**config.mk**
```make
export PLATFORM = sky130hd
export DESIGN_NAME = cas_rdpipe
export DESIGN_NICKNAME = d
export VERILOG_FILES = /design/src/rtl/cas_rdpipe_pkg.sv /design/src/rtl/cas_lat_cfg.sv /design/src/rtl/cas_shift_pipe.sv /design/src/rtl/cas_out_stage.sv /design/src/rtl/cas_rdpipe.sv
export SDC_FILE = /design/constraint.sdc
export NUM_CORES = 1
export LEC_CHECK = 0
export BUFFER_PORTS_ARGS = -buffer_cell sky130_fd_sc_hd__buf_2
export CORE_ASPECT_RATIO = 1.75
export CORE_MARGIN = 5
export CORE_UTILIZATION = 33
export DETAILED_ROUTE_END_ITERATION = 8
export SYNTH_ARGS = -nofsm -noshare
export SYNTH_HDL_FRONTEND = slang
export SYNTH_SLANG_ARGS = --single-unit
```
**constraint.sdc**
```tcl
create_clock -name clk -period 6.2 [get_ports clk]
set_clock_uncertainty 0.1 [all_clocks]
set_input_delay 1.24 -clock clk [delete_from_list [all_inputs] [get_ports clk]]
set_output_delay 1.24 -clock clk [all_outputs]
set_load 0.01 [all_outputs]
```
**src/rtl/cas_rdpipe_pkg.sv**
```systemverilog
package cas_rdpipe_pkg;

  localparam int MAX_LAT   = 3;
  localparam int CODE_W    = 3;
  localparam int MODE_W    = 2;
  localparam logic [MODE_W-1:0] MODE_NORMAL = '0;

  typedef enum logic [1:0] {
    CL2 = 2'd2,
    CL3 = 2'd3
  } cas_lat_e;

  function automatic logic lat_code_legal(input logic [CODE_W-1:0] code);
    return (code == CODE_W'(2)) || (code == CODE_W'(3));
  endfunction

endpackage

```
**src/rtl/cas_lat_cfg.sv**
```systemverilog
module cas_lat_cfg
  import cas_rdpipe_pkg::*;
(
  input  logic              clk,
  input  logic              rst,
  input  logic [MODE_W-1:0] req_mode,
  input  logic [CODE_W-1:0] req_code,
  input  logic              rd_cmd,
  input  logic              busy,
  output cas_lat_e          lat,
  output logic              cfg_err
);

  logic     req_ok;
  logic     differs;
  logic     blocked;
  cas_lat_e req_lat;

  always_comb begin
    req_ok  = (req_mode == MODE_NORMAL) && lat_code_legal(req_code);
    req_lat = cas_lat_e'(req_code[1:0]);
    differs = req_ok && (req_lat != lat);
    blocked = busy || rd_cmd;
  end

  always_ff @(posedge clk) begin
    if (rst) begin
      lat     <= CL2;
      cfg_err <= 1'b0;
    end else begin
      cfg_err <= !req_ok || (differs && blocked);
      if (differs && !blocked) begin
        lat <= req_lat;
      end
    end
  end

  // active latency only ever holds a legal setting
  a_r1_lat_legal: assert property (@(posedge clk) disable iff (rst)
    (lat == CL2) || (lat == CL3));

  // latency never moves while reads are in flight
  a_r8_hold_busy: assert property (@(posedge clk) disable iff (rst)
    busy |=> $stable(lat));

endmodule

```
**src/rtl/cas_shift_pipe.sv**
```systemverilog
module cas_shift_pipe #(
  parameter int DW    = 16,
  parameter int DEPTH = 3
) (
  input  logic                    clk,
  input  logic                    rst,
  input  logic                    in_v,
  input  logic [DW-1:0]           in_d,
  output logic [DEPTH-1:0]        st_v,
  output logic [DEPTH-1:0][DW-1:0] st_d
);

  always_ff @(posedge clk) begin
    if (rst) st_v[0] <= 1'b0;
    else     st_v[0] <= in_v;
  end

  always_ff @(posedge clk) begin
    st_d[0] <= in_d;
  end

  for (genvar i = 1; i < DEPTH; i++) begin : g_stage
    always_ff @(posedge clk) begin
      if (rst) st_v[i] <= 1'b0;
      else     st_v[i] <= st_v[i-1];
    end
    always_ff @(posedge clk) begin
      st_d[i] <= st_d[i-1];
    end
  end

endmodule

```
**src/rtl/cas_out_stage.sv**
```systemverilog
module cas_out_stage
  import cas_rdpipe_pkg::*;
#(
  parameter int DW    = 16,
  parameter int DEPTH = 3
) (
  input  logic                     clk,
  input  logic                     rst,
  input  cas_lat_e                 lat,
  input  logic [DEPTH-1:0]         st_v,
  input  logic [DEPTH-1:0][DW-1:0] st_d,
  output logic                     dq_valid,
  output logic                     dq_oe,
  output logic [DW-1:0]            dq_out
);

  localparam int IW = (DEPTH > 1) ? $clog2(DEPTH) : 1;

  logic [IW-1:0] hi_idx;
  logic [IW-1:0] lo_idx;
  logic          nxt_v;
  logic          pre_v;
  logic [DW-1:0] nxt_d;

  always_comb begin
    hi_idx = IW'(lat) - IW'(1);
    lo_idx = IW'(lat) - IW'(2);
    nxt_v  = st_v[hi_idx];
    pre_v  = st_v[lo_idx];
    nxt_d  = st_d[hi_idx];
  end

  always_ff @(posedge clk) begin
    if (rst) begin
      dq_valid <= 1'b0;
      dq_oe    <= 1'b0;
      dq_out   <= '0;
    end else begin
      dq_valid <= nxt_v;
      dq_oe    <= nxt_v || pre_v;
      dq_out   <= nxt_v ? nxt_d : '0;
    end
  end

  // enable was up in the cycle before data turns valid
  a_r3_oe_leads: assert property (@(posedge clk) disable iff (rst)
    $rose(dq_valid) |-> $past(dq_oe));

  // enable covers every valid beat
  a_r5_oe_covers: assert property (@(posedge clk) disable iff (rst)
    dq_valid |-> dq_oe);

  // no data leaks out without the valid flag
  a_r10_zero_idle: assert property (@(posedge clk) disable iff (rst)
    !dq_valid |-> (dq_out == '0));

endmodule

```
**src/rtl/cas_rdpipe.sv**
```systemverilog
module cas_rdpipe
  import cas_rdpipe_pkg::*;
#(
  parameter int DW = 16
) (
  input  logic              clk,
  input  logic              rst,
  input  logic [MODE_W-1:0] cfg_mode,
  input  logic [CODE_W-1:0] cfg_lat,
  input  logic              rd_cmd,
  input  logic [DW-1:0]     rd_data,
  output logic [DW-1:0]     dq_out,
  output logic              dq_valid,
  output logic              dq_oe,
  output logic              cfg_err
);

  localparam int DEPTH = MAX_LAT;

  cas_lat_e                 lat;
  logic                     busy;
  logic [DEPTH-1:0]         st_v;
  logic [DEPTH-1:0][DW-1:0] st_d;

  always_comb begin
    busy = 1'b0;
    for (int i = 0; i < DEPTH; i++) begin
      if (i < int'(lat)) busy = busy | st_v[i];
    end
  end

  cas_lat_cfg u_cfg (
    .clk      (clk),
    .rst      (rst),
    .req_mode (cfg_mode),
    .req_code (cfg_lat),
    .rd_cmd   (rd_cmd),
    .busy     (busy),
    .lat      (lat),
    .cfg_err  (cfg_err)
  );

  cas_shift_pipe #(.DW(DW), .DEPTH(DEPTH)) u_pipe (
    .clk  (clk),
    .rst  (rst),
    .in_v (rd_cmd),
    .in_d (rd_data),
    .st_v (st_v),
    .st_d (st_d)
  );

  cas_out_stage #(.DW(DW), .DEPTH(DEPTH)) u_out (
    .clk      (clk),
    .rst      (rst),
    .lat      (lat),
    .st_v     (st_v),
    .st_d     (st_d),
    .dq_valid (dq_valid),
    .dq_oe    (dq_oe),
    .dq_out   (dq_out)
  );

  // latency-2 read shows up valid after the second following edge
  a_r2_lat2_due: assert property (@(posedge clk) disable iff (rst)
    (rd_cmd && lat == CL2) |-> ##3 dq_valid);

  // latency-3 read shows up valid after the third following edge
  a_r2_lat3_due: assert property (@(posedge clk) disable iff (rst)
    (rd_cmd && lat == CL3) |-> ##4 dq_valid);

endmodule

```
# After elaboration in Yosys (flattened, before gate mapping)
# Index checks and enable logic that the tools add are counted.
[word_totals]
reg_bits = 72
input_bits = 24
output_inout_bits = 19
wordCells = 45
[classes]
add_sub_neg = 2
magnitude_cmp = 5
n_eq_ne = 3
mux = 9
n_bitwise = 3
n_reduce_logical = 12
[ops]
columns = ["cell", "n"]
rows = [
  ["$bmux 16 s2", 1],
  ["$mux 16", 1],
  ["$eq 3x2->1 const B", 2],
  ["$lt 2x3->1 const B", 2],
  ["$mux 1", 5],
  ["$bmux 1 s2", 2],
  ["$logic_and 1x1->1", 4],
  ["$logic_or 1x1->1", 4],
  ["$lt 1x2->1 const A", 2],
  ["$logic_not 1->1", 2],
  ["$logic_not 2->1", 1],
  ["$lt 2x2->1 const A", 1],
  ["$ne 2x2->1", 1],
  ["$or 1x1->1", 2],
  ["$reduce_or 2->1", 1],
  ["$sub 2x1->2 const B", 1],
  ["$sub 2x2->2 const B", 1],
  ["$not 1->1", 1],
]

# Depth between registers and ports, before layout
# Gate-level depths: netlist (run 1).
[logic_depth]
word_depth = 9
depth_mapped = 11
mapped_depth_nobuf = 6

# Hierarchy
# A second synthesis (run 1) with hierarchy kept.
[hier_totals]
hier_cells = 168
hier_area_um2 = 2128.3
[modules_own_cells]
columns = ["module", "n_inst", "cells_per_inst", "area_per_inst_um2", "seq_area_each_um2"]
rows = [
  ["cas_shift_pipe", 1, 54, 1039.7, 1021.0],
  ["cas_out_stage", 1, 98, 929.6, 360.3],
  ["cas_lat_cfg", 1, 12, 140.1, 60.1],
  ["cas_rdpipe", 1, 4, 18.8, 0.0],
]

# Worst setup path after synthesis (run 1)
# OpenSTA, ideal clock, no wires.
[synth_timing]
path_kind = "reg2reg"
start = "register u_cfg.lat[0]"
end = "register u_out.dq_out[7]"
setup_ns = 0.115
t_arrival_ns = 2.226
required_time_ns = 5.985
path_slack_ns = 3.758
stages_incl_launch_ff = 11
path_buffers = 4
period_less_slack_ns = 2.442
cell_sequence = "dfxtp_1 -> clkinv_1 -> clkbuf_1 -> ha_1 -> buf_6 -> mux2_2 -> a22oi_1 -> or2_1 -> buf_6 -> buf_6 -> nor2_1"
[synth_via]
elab_chain_len = 5
elab_cells_between_ends = 7
cone_classes = "add/sub: 1; mux: 4; bitwise: 1; reduce/logical: 1"
[synth_lines]
columns = ["item", "line", "rtl"]
rows = [
  ["start: declaration", "cas_lat_cfg.sv:10", "output cas_lat_e lat,"],
  ["start signal: assignment", "cas_lat_cfg.sv:33", "lat <= req_lat;"],
  ["$sub 2x1->2 *", "cas_out_stage.sv:26", "hi_idx = IW'(lat) - IW'(1);"],
  ["$bmux 1 s2", "cas_out_stage.sv:28", "nxt_v = st_v[hi_idx];"],
  ["$mux 1 (implied by the code)", "cas_out_stage.sv:28", ""],
  ["$not 1->1 (no line)", "n/a", ""],
  ["$reduce_or 2->1 (no line)", "n/a", ""],
  ["end signal: assignment", "cas_out_stage.sv:41", "dq_out <= nxt_v ? nxt_d : '0;"],
  ["end: declaration", "cas_out_stage.sv:14", "output logic [DW-1:0] dq_out"],
]
# Every way passes the cells marked *; elsewhere a longest branch is shown, timed or not. The select of a mux whose other input is x is not followed.
# A chain may end at the register's enable or synchronous reset.

# Worst setup path after layout (run 1)
[layout_timing]
start = "register u_cfg.lat[0]"
end = "register u_out.dq_out[0]"
# The elaborated chain is that of the path after synthesis.

==> impl_metrics.env, run 1 <==
export IMPL_status="finished, final reports clean"
export IMPL_dr_pass1_iters=4
export IMPL_layout_setup_ws_ns=2.63
export IMPL_grt_pass1_vias=1257
export IMPL_wl_per_cell_um=11.8
export IMPL_pin_count=43
export IMPL_antenna_found_initial=0
export IMPL_place_gp_congestion=0.732
export IMPL_area_growth_pct=19.8
export IMPL_fmax_ghz=0.280
export IMPL_powerDensity_mw_per_mm2=328
export IMPL_n_antenna_cell=0
export IMPL_tritoncts="yes"
export IMPL_hold_violations=0
export IMPL_io_buffers=42
export IMPL_syn_nets=202
export IMPL_r2r_end="u_out.dq_out[0]$_SDFF_PP0_"
export IMPL_rr_worst_depth=6
export IMPL_reg2reg_slack_ns=2.63
export IMPL_holdPathEnd="u_pipe.st_d[40]$_DFF_P_"
export IMPL_overflow=0
export IMPL_nFillCells=640
export IMPL_period_minus_slack_ns=3.57
export IMPL_vias_per_cell=4.15
export IMPL_ys_types=26
export IMPL_drv_slew=0
export IMPL_path_max_fanout=19
export IMPL_clock_sinks=72
export IMPL_rows=38
export IMPL_core_mm2=0.00618
export IMPL_cts_hold_buf=0
export IMPL_drc=0
export IMPL_ir_worst_vdd_mv=0.175
export IMPL_die_w_um=69.9
export IMPL_rsz0062_at_grt="false"
export IMPL_clk_latency_ns=0.34
export IMPL_cts_root_buffer="clkbuf_8"
export IMPL_yosys_warnings=0
export IMPL_cts_path_max_buffers=2
export IMPL_initial_utilization_pct=33.6
export IMPL_grt_first_pass_wirelength_um=5860
export IMPL_place_ws_ns=2.52
export IMPL_final_common_cell="dfxtp_1"
export IMPL_multi_input_area_um2=564
export IMPL_final_cell_area_mm2=0.00248
export IMPL_layout_drive_gt1_share_pct=25.3
export IMPL_grt_max_degree=20
export IMPL_ctsResizeCount=0
export IMPL_cap_violations=0
export IMPL_drt_iter0_drc=31
export IMPL_maxSlewHeadroom_pct=40.9
export IMPL_critPathLaunchType="flop"
export IMPL_postSynthAreaPerCell_um2=11.9
export IMPL_power_total_w=0.000815
export IMPL_setup_viol=0
export IMPL_wl_um=3590
export IMPL_cts_max_level=3
export IMPL_crit_path_end_kind="flop"
export IMPL_layout_common_cells="72 x dfxtp_1, 42 x buf_2, 34 x nor2_1, 16 x mux2i_1, 16 x a21oi_1"
export IMPL_total_leakage_power_nw=1.21
export IMPL_worst_pin_slew_ns=0.886
export IMPL_dp_cells=290
export IMPL_clk_pin_slew_worst_paths_ns=0.07
export IMPL_fin_cells=305
export IMPL_whs_path_depth=0
export IMPL_post_cts_setup_buffers=0
export IMPL_hold_class="reg2reg"
export IMPL_crit_required_ns=6.37
export IMPL_setup_tns_ns=0
export IMPL_synth_seq_cells=72
export IMPL_chipHeight_um=115
export IMPL_numCtsBuffers=9
export IMPL_met3RoutedLength_um=175
export IMPL_worstReg2RegStart="u_cfg.lat[0]$_SDFFE_PP0P_"
export IMPL_ant_nets=0
export IMPL_criticalPathCategory="reg2reg"
export IMPL_hp_start="u_pipe.st_d[24]$_DFF_P_"
export IMPL_wl_met2_um=1810
export IMPL_placed_area_mm2=0.00233
export IMPL_drt_met1_wl_um=1450
export IMPL_highest_layer="met4"
export IMPL_finalCritPeriodShare_pct=57.6
export IMPL_netlist_instances=175
export IMPL_hpwl_um=2570
export IMPL_syn_area_mm2=0.00207
export IMPL_ys_seq_area_share_pct=69.5
export IMPL_dieArea_mm2=0.00803
export IMPL_worstPathArrival_ns=3.74
export IMPL_grt_util_all_layers_pct=9.96
export IMPL_register_area_mm2=0.00144
export IMPL_fin_nets=248
export IMPL_num_vias=1266
how the worst max path moves through the flow:
stage | slack, ns | startpoint | endpoint
2_1_floorplan | 3.76 | u_cfg.lat[0]$_SDFFE_PP0P_ | u_out.dq_out[7]$_SDFF_PP0_
3_3_place_gp | 2.57 | u_cfg.lat[0]$_SDFFE_PP0P_ | u_out.dq_out[0]$_SDFF_PP0_
3_5_place_dp | 2.52 | u_cfg.lat[0]$_SDFFE_PP0P_ | u_out.dq_out[0]$_SDFF_PP0_
4_1_cts | 2.50 | u_cfg.lat[0]$_SDFFE_PP0P_ | u_out.dq_out[0]$_SDFF_PP0_
5_1_grt | 2.24 | u_cfg.lat[0]$_SDFFE_PP0P_ | u_out.dq_out[0]$_SDFF_PP0_
6_report | 2.63 | u_cfg.lat[0]$_SDFFE_PP0P_ | u_out.dq_out[0]$_SDFF_PP0_
registers in the layout, summed over array words and instances, names as in the netlist:
name and cells:
u_out.dq_valid 1, u_out.dq_out 16, u_pipe.st_d 48, u_cfg.cfg_err 1
u_cfg.lat 2, u_out.dq_oe 1, u_pipe.st_v 3
critical path, stage by stage (launching register included):
cell      delay [ns]
dfxtp_1         0.47
clkinv_1        0.48
ha_1            1.07
and2b_1         0.59
a22oi_1         0.12
or2_1           0.48
nor2_1          0.19
per-layer routing:
metal	track usage, %	up-vias
met5	0	-
met3	3.59	11
li1	-	666
met1	10.4	564
met4	9.21	0
met2	15.4	25
cell families (layout without fill, tap and decap cells):
family,Yosys count,in the layout,share of synthesized area [%]
AOI/OAI and AO/OA,24,24,6.27
xor gates and xnor gates,2,2,0.845
adders and majority gates,3,3,1.81
buffers and inverters,11,61,3.32
DFF,72,72,69.5
muxes,18,18,8.81
and+or+nand+nor,45,45,9.47
synth_stat cells (all sizes together):
library cell  count  area [µm²]
dfxtp            72        1440
clkinv            1        3.75
a22oi             1        7.51
nand2             3        11.3
o31ai             1        7.51
a21oi            16        80.1
o21ai             4        20.0
mux2              2        22.5
ha                3        37.5
nor4b             1        8.76
and2b             1        7.51
nor2             34         128
or2               1        6.26
or4b              1        10.0
o2111ai           1        8.76
buf               5        46.3
xor2              2        17.5
nor2b             2        12.5
nand2b            1        6.26
mux2i            16         160
clkbuf            2        7.51
or3               1        6.26
a31oi             1        6.26
inv               3        11.3
layout make-up:
class	instances	area share, %
well taps	80	4.03
repair buffers	42	8.46
clock buffers	11	5.29
inverters	4	0.604
clock inverters	4	0.906
flip-flops and latches	72	58.0
multi-input cells	92	22.7
power breakdown:
part           switching [W]  internal, W  leakage, nW
Combinational      0.0000130    0.0000146        0.530
Sequential        0.00000837     0.000483        0.600
Clock               0.000155     0.000141       0.0789
per-stage QoR:
step	util [%]	hold slack, ns
global placement	37.7	0.233
floorplan	-	0.231
finish	40.2	0.245
CTS	40.2	0.247
detailed placement	37.7	0.236
global route	40.2	0.253
No activity file was read; power rests on OpenSTA's default activity.
==> run 2: changes to the inputs <==
==> constraint.sdc (replaced) <==
create_clock -name clk -period 3 [get_ports clk]
set_clock_uncertainty 0.1 [all_clocks]
set_input_delay 0.6 -clock clk [delete_from_list [all_inputs] [get_ports clk]]
set_output_delay 0.6 -clock clk [all_outputs]
set_load 0.01 [all_outputs]
==> impl_metrics.env, run 2 (synthesized netlist as in run 1, its figures left out) <==
export IMPL_status="finished, final reports clean"
export IMPL_rsz0062_at_grt="false"
export IMPL_finalCritPeriodShare_pct=78.7
export IMPL_reg_top3="u_pipe.st_d x48, u_out.dq_out x16, u_pipe.st_v x3"
export IMPL_dr_pass1_iters=4
export IMPL_antenna_found_initial=0
export IMPL_ir_worst_vdd_mv=0.328
export IMPL_dieArea_mm2=0.00803
export IMPL_hpwl_um=2600
export IMPL_powerDensity_mw_per_mm2=695
export IMPL_hold_violations=0
export IMPL_cap_violations=0
export IMPL_cts_path_max_buffers=2
export IMPL_hold_class="reg2reg"
export IMPL_grt_first_pass_wirelength_um=6260
export IMPL_worstPathArrival_ns=2.48
export IMPL_critPathLaunchType="flop"
export IMPL_io_buffers=42
export IMPL_clk_pin_slew_worst_paths_ns=0.06
export IMPL_drc=0
export IMPL_grt_pass1_vias=1378
export IMPL_vias_per_cell=4.26
export IMPL_largest_reg_flops=48
export IMPL_criticalPathCategory="reg2reg"
export IMPL_num_vias=1309
export IMPL_numCtsBuffers=9
export IMPL_period_minus_slack_ns=2.36
export IMPL_drv_slew=0
export IMPL_wl_per_cell_um=11.9
export IMPL_place_ws_ns=0.642
export IMPL_whs_path_depth=0
export IMPL_ctsResizeCount=0
export IMPL_overflow=0
export IMPL_core_mm2=0.00618
export IMPL_layout_drive_gt1_share_pct=26.0
export IMPL_wl_um=3660
export IMPL_total_leakage_power_nw=1.24
export IMPL_layout_setup_ws_ns=0.640
export IMPL_die_w_um=69.9
export IMPL_maxSlewHeadroom_pct=60.8
export IMPL_tritoncts="yes"
export IMPL_drt_iter0_drc=33
export IMPL_clock_sinks=72
export IMPL_startpoint="u_cfg.lat[0]$_SDFFE_PP0P_"
export IMPL_worst_pin_slew_ns=0.587
export IMPL_cts_max_level=3
export IMPL_clk_latency_ns=0.33
export IMPL_path_max_fanout=17
export IMPL_final_common_cell="dfxtp_1"
export IMPL_rr_worst_depth=8
export IMPL_crit_required_ns=3.12
export IMPL_fmax_ghz=0.424
export IMPL_layout_common_cells="72 x dfxtp_1, 42 x buf_2, 34 x nor2_1, 16 x mux2i_1, 16 x a21oi_1"
export IMPL_n_antenna_cell=0
export IMPL_crit_path_end_kind="flop"
export IMPL_largest_register="u_pipe.st_d"
export IMPL_chipHeight_um=115
export IMPL_hp_start="u_pipe.st_d[31]$_DFF_P_"
export IMPL_cts_hold_buf=0
export IMPL_setup_tns_ns=0
export IMPL_grt_util_all_layers_pct=10.4
export IMPL_area_growth_pct=22.3
export IMPL_ant_nets=0
export IMPL_post_cts_setup_buffers=0
export IMPL_rows=38
export IMPL_worstReg2RegStart="u_cfg.lat[0]$_SDFFE_PP0P_"
export IMPL_fin_nets=252
export IMPL_cts_root_buffer="clkbuf_8"
export IMPL_place_gp_congestion=0.797
export IMPL_grt_max_degree=19
export IMPL_final_util_pct=41.0
export IMPL_initial_utilization_pct=33.6
export IMPL_setup_viol=0
export IMPL_pin_count=43
run 2: cell types whose count changed in the layout (fill, tap and decap cells not counted):
cell and delta:
buf_4 +4, bufinv_16 +1, clkbuf_8 +1, clkinv_2 -3
clkinvlp_4 -1
run 2: worst paths after layout:
check	endpoint	slack, ns
setup / recovery	u_out.dq_out[2]$_SDFF_PP0_	0.64
hold / removal	u_pipe.st_d[47]$_DFF_P_	0.25
setup reg to reg	u_out.dq_out[2]$_SDFF_PP0_	0.64
hold reg to reg	u_pipe.st_d[47]$_DFF_P_	0.25
run 2: critical path, stage by stage, from the launching register on:
cell	delay, ns
dfxtp_1	0.48
clkinv_1	0.14
ha_1	0.33
buf_4	0.24
mux2_2	0.36
a22oi_1	0.17
or2_1	0.14
buf_4	0.22
nor2_1	0.08
run 2: power by group:
part	total (W)	switching [W]	leakage (nW)	internal, W
Combinational	0.0000578	0.0000269	0.546	0.0000309
Clock	0.000690	0.000296	0.0884	0.000394
Sequential	0.00102	0.0000172	0.600	0.000999
run 2: stage by stage:
step	std cells	instance area [µm²]	total power, W	hold WS, ns
2_1_floorplan	175	2070	0.00106	0.231
3_3_place_gp	294	2360	0.00109	0.236
3_5_place_dp	294	2360	0.00110	0.237
4_1_cts	307	2540	0.00179	0.244
5_1_grt	307	2540	0.00185	0.240
6_report	307	2540	0.00176	0.251
run 2: final cells by class:
class | count | area, µm²
clock buffer | 12 | 145
clock inverter | 1 | 30.0
fill | 633 | 3640
inverter | 4 | 15.0
multi-input combinational | 92 | 564
sequential | 72 | 1440
tap | 80 | 100
timing repair buffer | 46 | 240
run 2: routing by layer:
layer / GRT usage (%) / wire (µm) / vias up
met5: 0 / 0 / -
met4: 7.42 / 70 / 0
met3: 3.76 / 174 / 8
met2: 17.8 / 1940 / 32
met1: 10.3 / 1480 / 594
li1: - / - / 675
